`src/rtl/irq_stat_pkg.sv`:
```
package irq_stat_pkg;

  typedef enum logic [1:0] {
    SEL_STATUS = 2'd0,
    SEL_ALIAS  = 2'd1,
    SEL_MASK   = 2'd2,
    SEL_ACK    = 2'd3
  } reg_sel_e;

  localparam int unsigned DEF_DATA_W = 32;
  localparam int unsigned DEF_EVT_W  = 7;
  localparam int unsigned DEF_SRC_W  = 6;
  localparam int unsigned DEF_IDX_W  = 13;
  localparam int unsigned DEF_SRC_LSB = 13;

endpackage

```
`src/rtl/irq_evt_latch.sv`:
```
module irq_evt_latch #(
  parameter int unsigned EVT_W = 7,
  parameter logic [EVT_W-1:0] IMPL = 7'b1110111
) (
  input  logic             clk,
  input  logic             rst_n,
  input  logic [EVT_W-1:0] ev_pulse,
  input  logic             rd_clr,
  input  logic             ack_wr,
  input  logic [EVT_W-1:0] ack_bits,
  output logic [EVT_W-1:0] evt_q
);

  for (genvar i = 0; i < EVT_W; i++) begin : g_bit
    if (IMPL[i]) begin : g_flop
      logic clr_req;
      logic bit_d;
      logic bit_q;

      always_comb begin
        clr_req = rd_clr | (ack_wr & ack_bits[i]);
        bit_d   = bit_q;
        if (ev_pulse[i]) begin
          bit_d = 1'b1;
        end else if (clr_req) begin
          bit_d = 1'b0;
        end
      end

      always_ff @(posedge clk or negedge rst_n) begin
        if (!rst_n) begin
          bit_q <= 1'b0;
        end else begin
          bit_q <= bit_d;
        end
      end

      assign evt_q[i] = bit_q;


      evt_set_chk: assert property (@(posedge clk) disable iff (!rst_n)
        ev_pulse[i] |=> evt_q[i]);

      rd_clear_chk: assert property (@(posedge clk) disable iff (!rst_n)
        (rd_clr && !ev_pulse[i]) |=> !evt_q[i]);

      ack_keep_chk: assert property (@(posedge clk) disable iff (!rst_n)
        (evt_q[i] && !rd_clr && !(ack_wr && ack_bits[i])) |=> evt_q[i]);

      ack_clear_chk: assert property (@(posedge clk) disable iff (!rst_n)
        (ack_wr && ack_bits[i] && !ev_pulse[i]) |=> !evt_q[i]);
    end else begin : g_none
      assign evt_q[i] = 1'b0;
    end
  end

endmodule

```
`src/rtl/irq_mask_reg.sv`:
```
module irq_mask_reg #(
  parameter int unsigned DATA_W = 32,
  parameter logic [DATA_W-1:0] WMASK = 32'h0007_E077
) (
  input  logic              clk,
  input  logic              rst_n,
  input  logic              wr_en,
  input  logic [DATA_W-1:0] wdata,
  output logic [DATA_W-1:0] mask_q
);

  logic [DATA_W-1:0] mask_d;

  always_comb begin
    mask_d = mask_q;
    if (wr_en) begin
      mask_d = wdata & WMASK;
    end
  end

  always_ff @(posedge clk or negedge rst_n) begin
    if (!rst_n) begin
      mask_q <= '0;
    end else begin
      mask_q <= mask_d;
    end
  end


  mask_write_chk: assert property (@(posedge clk) disable iff (!rst_n)
    wr_en |=> (mask_q == ($past(wdata) & WMASK)));

  mask_hold_chk: assert property (@(posedge clk) disable iff (!rst_n)
    !wr_en |=> $stable(mask_q));

endmodule

```
`src/rtl/irq_gen.sv`:
```
module irq_gen #(
  parameter int unsigned DATA_W = 32,
  parameter logic [DATA_W-1:0] CAUSE = 32'h0007_E077,
  parameter logic [DATA_W-1:0] ABN   = 32'h0007_E060
) (
  input  logic              clk,
  input  logic              rst_n,
  input  logic [DATA_W-1:0] status_w,
  input  logic [DATA_W-1:0] mask_q,
  output logic              cpu_irq,
  output logic              cpu_abn
);

  logic [DATA_W-1:0] live;
  logic              irq_d;
  logic              abn_d;

  always_comb begin
    live  = status_w & ~mask_q;
    irq_d = |(live & CAUSE);
    abn_d = |(live & ABN);
  end

  always_ff @(posedge clk or negedge rst_n) begin
    if (!rst_n) begin
      cpu_irq <= 1'b0;
      cpu_abn <= 1'b0;
    end else begin
      cpu_irq <= irq_d;
      cpu_abn <= abn_d;
    end
  end


  abn_implies_irq_chk: assert property (@(posedge clk) disable iff (!rst_n)
    cpu_abn |-> cpu_irq);

endmodule

```
`src/rtl/irq_rd_port.sv`:
```
module irq_rd_port
  import irq_stat_pkg::*;
#(
  parameter int unsigned DATA_W = 32
) (
  input  logic              clk,
  input  logic              rst_n,
  input  logic              rd_en,
  input  reg_sel_e          sel,
  input  logic [DATA_W-1:0] status_w,
  input  logic [DATA_W-1:0] mask_q,
  output logic [DATA_W-1:0] rdata
);

  logic [DATA_W-1:0] rdata_d;

  always_comb begin
    rdata_d = rdata;
    if (rd_en) begin
      unique case (sel)
        SEL_STATUS, SEL_ALIAS: rdata_d = status_w;
        SEL_MASK:              rdata_d = mask_q;
        default:               rdata_d = '0;
      endcase
    end
  end

  always_ff @(posedge clk or negedge rst_n) begin
    if (!rst_n) begin
      rdata <= '0;
    end else begin
      rdata <= rdata_d;
    end
  end

endmodule

```
`src/rtl/irq_status_unit.sv`:
```
module irq_status_unit
  import irq_stat_pkg::*;
#(
  parameter int unsigned DATA_W  = DEF_DATA_W,
  parameter int unsigned EVT_W   = DEF_EVT_W,
  parameter int unsigned SRC_W   = DEF_SRC_W,
  parameter int unsigned IDX_W   = DEF_IDX_W,
  parameter int unsigned SRC_LSB = DEF_SRC_LSB,
  parameter logic [EVT_W-1:0] EVT_IMPL = 7'b1110111,
  parameter logic [EVT_W-1:0] EVT_ABN  = 7'b1100000
) (
  input  logic              clk,
  input  logic              rst_n,
  input  logic [EVT_W-1:0]  ev_pulse,
  input  logic [SRC_W-1:0]  src_level,
  input  logic [IDX_W-1:0]  tx_done_idx,
  input  logic [1:0]        reg_addr,
  input  logic              reg_rd,
  input  logic              reg_wr,
  input  logic [DATA_W-1:0] reg_wdata,
  output logic [DATA_W-1:0] reg_rdata,
  output logic              cpu_irq,
  output logic              cpu_abn
);

  localparam int unsigned IDX_LSB = DATA_W - IDX_W;
  localparam logic [DATA_W-1:0] SRC_FIELD = DATA_W'({SRC_W{1'b1}}) << SRC_LSB;
  localparam logic [DATA_W-1:0] IDX_FIELD = DATA_W'({IDX_W{1'b1}}) << IDX_LSB;
  localparam logic [DATA_W-1:0] CAUSE_MASK = DATA_W'(EVT_IMPL) | SRC_FIELD;
  localparam logic [DATA_W-1:0] ABN_MASK   = DATA_W'(EVT_ABN) | SRC_FIELD;
  localparam logic [DATA_W-1:0] ZERO_MASK  = ~(CAUSE_MASK | IDX_FIELD);

  reg_sel_e          sel;
  logic              rd_clr;
  logic              ack_wr;
  logic              mask_wr;
  logic [EVT_W-1:0]  evt_q;
  logic [DATA_W-1:0] mask_q;
  logic [DATA_W-1:0] status_w;

  always_comb begin
    sel     = reg_sel_e'(reg_addr);
    rd_clr  = reg_rd && (sel == SEL_STATUS);
    ack_wr  = reg_wr && (sel == SEL_ACK);
    mask_wr = reg_wr && (sel == SEL_MASK);
  end

  always_comb begin
    status_w = '0;
    status_w[EVT_W-1:0]          = evt_q;
    status_w[SRC_LSB +: SRC_W]   = src_level;
    status_w[IDX_LSB +: IDX_W]   = tx_done_idx;
  end

  irq_evt_latch #(
    .EVT_W (EVT_W),
    .IMPL  (EVT_IMPL)
  ) u_evt (
    .clk      (clk),
    .rst_n    (rst_n),
    .ev_pulse (ev_pulse),
    .rd_clr   (rd_clr),
    .ack_wr   (ack_wr),
    .ack_bits (reg_wdata[EVT_W-1:0]),
    .evt_q    (evt_q)
  );

  irq_mask_reg #(
    .DATA_W (DATA_W),
    .WMASK  (CAUSE_MASK)
  ) u_mask (
    .clk    (clk),
    .rst_n  (rst_n),
    .wr_en  (mask_wr),
    .wdata  (reg_wdata),
    .mask_q (mask_q)
  );

  irq_gen #(
    .DATA_W (DATA_W),
    .CAUSE  (CAUSE_MASK),
    .ABN    (ABN_MASK)
  ) u_gen (
    .clk      (clk),
    .rst_n    (rst_n),
    .status_w (status_w),
    .mask_q   (mask_q),
    .cpu_irq  (cpu_irq),
    .cpu_abn  (cpu_abn)
  );

  irq_rd_port #(
    .DATA_W (DATA_W)
  ) u_rd (
    .clk      (clk),
    .rst_n    (rst_n),
    .rd_en    (reg_rd),
    .sel      (sel),
    .status_w (status_w),
    .mask_q   (mask_q),
    .rdata    (reg_rdata)
  );


  irq_rise_chk: assert property (@(posedge clk) disable iff (!rst_n)
    (|(status_w & ~mask_q & CAUSE_MASK)) |=> cpu_irq);

  irq_fall_chk: assert property (@(posedge clk) disable iff (!rst_n)
    !(|(status_w & ~mask_q & CAUSE_MASK)) |=> !cpu_irq);

  alias_read_chk: assert property (@(posedge clk) disable iff (!rst_n)
    (reg_rd && sel == SEL_ALIAS) |=> (reg_rdata == $past(status_w)));

  alias_keep_chk: assert property (@(posedge clk) disable iff (!rst_n)
    (reg_rd && sel == SEL_ALIAS && !reg_wr) |=> ((evt_q & $past(evt_q)) == $past(evt_q)));

  unused_zero_chk: assert property (@(posedge clk) disable iff (!rst_n)
    (reg_rdata & ZERO_MASK) == '0);

endmodule

```
`config.mk`:
```
export PLATFORM = sky130hd
export DESIGN_NAME = irq_status_unit
export DESIGN_NICKNAME = d
export VERILOG_FILES = /design/src/rtl/irq_stat_pkg.sv /design/src/rtl/irq_evt_latch.sv /design/src/rtl/irq_mask_reg.sv /design/src/rtl/irq_gen.sv /design/src/rtl/irq_rd_port.sv /design/src/rtl/irq_status_unit.sv
export SDC_FILE = /design/constraint.sdc
export NUM_CORES = 1
export LEC_CHECK = 0
export BUFFER_PORTS_ARGS = -buffer_cell sky130_fd_sc_hd__buf_2
export CAP_MARGIN = 20
export CORE_MARGIN = 10
export CORE_UTILIZATION = 35
export DETAILED_ROUTE_END_ITERATION = 10
export PLACE_DENSITY_LB_ADDON = 0.12
export RECOVER_POWER = 25
export SETUP_SLACK_MARGIN = 0.4
export SYNTH_ARGS = -nofsm -noshare
export SYNTH_HDL_FRONTEND = slang
export SYNTH_HIERARCHICAL = 1
export SYNTH_SLANG_ARGS = --single-unit
```
`constraint.sdc`:
```
create_clock -name clk -period 1.8 [get_ports clk]
set_clock_uncertainty 0.2 [all_clocks]
set_input_delay 0.18 -clock clk [delete_from_list [all_inputs] [get_ports clk]]
set_output_delay 0.18 -clock clk [all_outputs]
set_load 0.01 [all_outputs]
```
# After elaboration in Yosys (flattened, before gate mapping)
# Index checks and enable logic that the tools add are counted.
[op_classes]
eq_ne = 3
mux = 13
bitwise_logic = 14
n_reduce_logical = 13
[ops]
columns = ["cell", "count"]
rows = [
  ["$pmux W32 S2", 1],
  ["$and A19 B19 Y19", 1],
  ["$not A19 Y19", 1],
  ["$mux W1", 12],
  ["$reduce_bool A2 Y1", 6],
  ["$reduce_or A12 Y1", 1],
  ["$reduce_or A8 Y1", 1],
  ["$and A1 B1 Y1", 6],
  ["$or A1 B1 Y1", 6],
  ["$eq A2 B2 Y1 const B", 2],
  ["$logic_and A1 B1 Y1", 3],
  ["$eq A2 B1 Y1 const B", 1],
  ["$logic_not A2 Y1", 1],
  ["$reduce_or A2 Y1", 1],
]
[word_totals]
ff_bits = 52
in_bits = 64
out_inout_bits = 34
elab_cells = 53

# Logic depth before layout (Yosys ltp)
[depth]
ltp_word = 6
mapped_depth = 5
depth_no_buf = 4

# Modules after synthesis
# The synthesis kept the hierarchy.
[by_module_without_submodules]
columns = ["mod", "instances", "cells_per_inst", "area_each_um2", "seq_area_each_um2"]
rows = [
  ["irq_rd_port", 1, 177, 1725.4, 800.8],
  ["irq_mask_reg", 1, 46, 638.1, 300.3],
  ["irq_evt_latch", 1, 27, 285.3, 150.1],
  ["irq_gen", 1, 22, 150.1, 50.0],
  ["irq_status_unit", 1, 4, 32.5, 0.0],
]

# Worst setup path after synthesis
# No wires, ideal clock.
[synth_path]
path_type = "register to register"
startpoint = "register u_evt.g_bit[5].g_flop.bit_q"
endpoint = "register u_gen.cpu_irq"
arrival_time_ns = 1.448
required_time_ns = 1.469
setup_slack_ns = 0.021
path_stages_with_launch = 6
path_buffers = 1
synth_period_minus_slack_ns = 1.779
path_cell_list = "dfrtp_1 -> buf_4 -> inv_1 -> o22ai_1 -> or4_4 -> or3_1"
[synth_via]
elab_chain_cells = 2
[synth_rtl]
columns = ["item", "line", "rtl"]
rows = [
  ["start, declared", "irq_evt_latch.sv:18", "logic bit_q;"],
  ["start signal, assigned", "irq_evt_latch.sv:34", "bit_q <= bit_d;"],
  ["$and A19 B19 Y19", "irq_gen.sv:19", "live = status_w & ~mask_q;"],
  ["$reduce_or A12 Y1", "irq_gen.sv:20", "irq_d = |(live & CAUSE);"],
  ["net u_gen.irq_d", "irq_gen.sv:15", "logic irq_d;"],
  ["end signal, assigned", "irq_gen.sv:29", "cpu_irq <= irq_d;"],
  ["end, declared", "irq_gen.sv:10", "output logic cpu_irq,"],
]
# The timed path passes the listed nets, and every way through them passes these cells.
# A chain may end at the register's enable or synchronous reset.

# Final worst setup path
[layout_path]
startpoint = "register u_evt.g_bit[6].g_flop.bit_q"
endpoint = "register u_gen.cpu_irq"
[layout_via]
elab_chain_cells = 2
[layout_rtl]
columns = ["item", "line"]
rows = [
  ["start, declared", "irq_evt_latch.sv:18"],
  ["start signal, assigned", "irq_evt_latch.sv:34"],
  ["$and A19 B19 Y19", "irq_gen.sv:19"],
  ["$reduce_or A12 Y1", "irq_gen.sv:20"],
  ["net u_gen.irq_d", "irq_gen.sv:15"],
]
# The timed path passes the listed nets, and every way through them passes these cells.

==> reports/summary.txt <==
Status = completed
Fmax = 0.603 GHz
DP HPWL = 4.56 mm
Crit Reg-Reg Startpoint = u_evt/g_bit[6].g_flop.bit_q
Minimum clock period = 1.66 ns
Leak = 1.68 nW
Flop pwr share = 0.495
Final TNS setup = 0 ns
Reg2Reg Depth = 4
Largest fanout on the critical path = 2
CTS clk-pin slew, worst paths = 0.09 ns
Power share of the clock group = 0.286
Synth Cell Area = 2830 um2
Final Hold Fails = 0
Drt via density = 4.38
CTS Buf Count = 5
Crit Path Class = reg -> reg
Reg2Reg Setup Slack = 0.14 ns
Critical path endpoint category = flip-flop
RSZ-0062 raised after global routing = yes
Avg WL per Cell = 13.8 um
Worst EP arrival = 1.64 ns
Area of the multi-input gates = 1210 um2
Routed wire length = 6.78 mm
Sequential area share after synthesis = 0.460
Filler cell count = 798
Root Driver = clkbuf_8
Largest net degree at the start of global routing = 53
Design Power = 2.82 mW
Util after Layout = 0.468
Final Instance Count excl. Fillers = 490
Synth Instances = 276
Final setup violating endpoints = 0
Routed Antenna Nets = 0
Nets = 451
First-pass GRT wire length = 11.1 mm
Clock latency on the worst-skew pair = 0.30 ns
Logic gate share of total power = 0.219
Synth warn = 6
Core area = 7810 um2
Rows = 32
CP endpoint = u_gen/cpu_irq
Avg Cell Area, Syn = 10.3 um2
Design area = 3650 um2
Net Sw Power = 766 uW
Synth top area share = 0.460
P&R area growth vs syn = 29.1%
Initial antenna violation count = 0
Boundary Pins = 98
Post-synth EDFFs = 0
Vias in the first global route = 2277
Crit path max-delay cell type = or4_4
Ys flop type = dfrtp_1
CTS tree = done
Grt total ovfl = 0
IO buf count = 76
Detailed Routing Iterations Pass 1 = 4
Die Wd = 110 um
CTS max path bufs = 2
Worst vdd ir = 0.402 mV
Max_cap viols = 0
Unique masters post-synth = 23
Clk sinks = 52
H-tree depth = 2
Register bit count reported by yosys = 52
Measured slew at the worst slew-check pin = 0.734 ns
Synth top area cells = dfrtp_1, nand3b_1, buf_4
Via count = 2146
All-Layer GR Usage = 0.114
Placed Area = 3150 um2
Crit path required time = 1.79 ns
Commonest cells post-synth = dfrtp_1, a31oi_1, nand3b_1, nor2_1
Die Area = 12100 um2
Antenna Cells = 0
Max_slew headroom = 0.511
Reg-to-reg endpoint = u_gen/cpu_irq
Net Sw Frac = 0.271
Final GP Congestion = 0.706
Power per Cell Area = 772 nW/um2
Die height = 110 um
Critical path origin = u_evt/g_bit[6].g_flop.bit_q
Startpoint types = flip-flop
DRC viols = 0
Worst hold-check path type = in -> reg
Cell Chain, Critical Path = inv_2 -> o22ai_2 -> or4_4 -> or3_1
Post-synth top area cell = dfrtp_1
Ys async rst share = 1.00
Most numerous cell in the Yosys netlist = dfrtp_1
Register area = 1300 um2
Placed Cells = 441
Critical path's largest stage delay = 0.51 ns
Layout cells sized above 1 = 0.299
Starting Density = 0.363
Period Utilization, post-route = 0.921
Slew Limit Fails = 0
DRT iter0 DRCs = 82
Internal power = 2.06 mW
## state kept, by name, summed over array words and instances (netlist names)
| signal | cells |
|---|---|
| u_rd/rdata | 32 |
| u_evt/g_bit.g_flop.bit_q | 6 |
| u_mask/mask_q | 12 |
| u_gen/cpu_abn | 1 |
| u_gen/cpu_irq | 1 |
## power groups by stage
| stage | Clock [mW] | Combinational (mW) | Sequential [mW] |
|---|---|---|---|
| 2_1_floorplan | 0 | 0.350 | 1.44 |
| 3_3_place_gp | 0 | 0.544 | 1.42 |
| 3_5_place_dp | 0 | 0.548 | 1.42 |
| 4_1_cts | 0.842 | 0.631 | 1.40 |
| 5_1_grt | 0.886 | 0.692 | 1.42 |
| 6_report | 0.807 | 0.618 | 1.40 |
## stage by stage
step | hold WS (ns) | setup slack [ns]
after CTS | 0.0804 | 0.133
after detailed placement | 0.00109 | 0.130
after global placement | 0.00635 | 0.140
final | 0.0645 | 0.142
after floorplan | -0.316 | 0.106
after global routing | 0.0992 | 0.0910
## what timing repair did
item / CTS / global route
buffers inserted: 3 / 0
hold endpoints to repair: 89 / 0
pin swaps: 0 / 0
endpoints found under the setup margin: 1 / 2
resized for setup: 0 / 1
hold buffers: 38 / 0
## critical path, delay by kind of cell (launching register included)
kind                   cells  cell delay, ns
AO/OA/AOI/OAI              1            0.06
AND/OR/NAND/NOR            2            0.82
buffers and inverters      1            0.06
flip-flops                 1            0.40
## area by class of cell
class	instances	area share
clock buffer	5	0.0188
multi-input combinational	190	0.331
sequential	52	0.356
clock inverter	3	0.0116
timing repair buffer	125	0.234
tap	102	0.0349
inverter	13	0.0134
## how the worst min path moves through the flow
stage	from	to	depth (start not counted)
after detailed placement	rst_n	u_rd/rdata[8]	2
after global routing	reg_rd	u_rd/rdata[28]	2
after floorplan	rst_n	u_evt/g_bit[0].g_flop.bit_q	0
after CTS	reg_rd	u_rd/rdata[31]	2
after global placement	rst_n	u_rd/rdata[9]	2
final	reg_rd	u_rd/rdata[29]	2
## per-layer routing
layer	GRT usage	share of wire
met3	0.0351	0.069
met5	0	0
met1	0.144	0.47
met2	0.185	0.46
met4	0.0251	0.0071
## layout by cell type (no fill, tap or decap), drive strengths merged, types with 6 or more instances in the layout
| master | Yosys | final |
|---|---|---|
| buf | 40 | 86 |
| conb | 3 | 27 |
| inv | 13 | 13 |
| nand3b | 32 | 32 |
| dlygate4sd3 | 0 | 38 |
| nand2b | 32 | 32 |
| nand2 | 6 | 6 |
| a31oi | 32 | 32 |
| a31o | 6 | 6 |
| dfrtp | 52 | 52 |
| nor2 | 32 | 32 |
| o22ai | 6 | 6 |
| clkbuf | 3 | 6 |
| mux2 | 12 | 12 |
## cell families (layout without fill, tap and decap cells)
logic type / Yosys count / count (layout) / synth area share
other cells: 3 / 27 / 0.00398
mux: 12 / 12 / 0.0610
simple gates: 107 / 107 / 0.226
buf+inv: 58 / 146 / 0.147
flops: 52 / 52 / 0.460
compound gates: 44 / 44 / 0.103
Note: power is estimated with default switching activity, not from simulation.
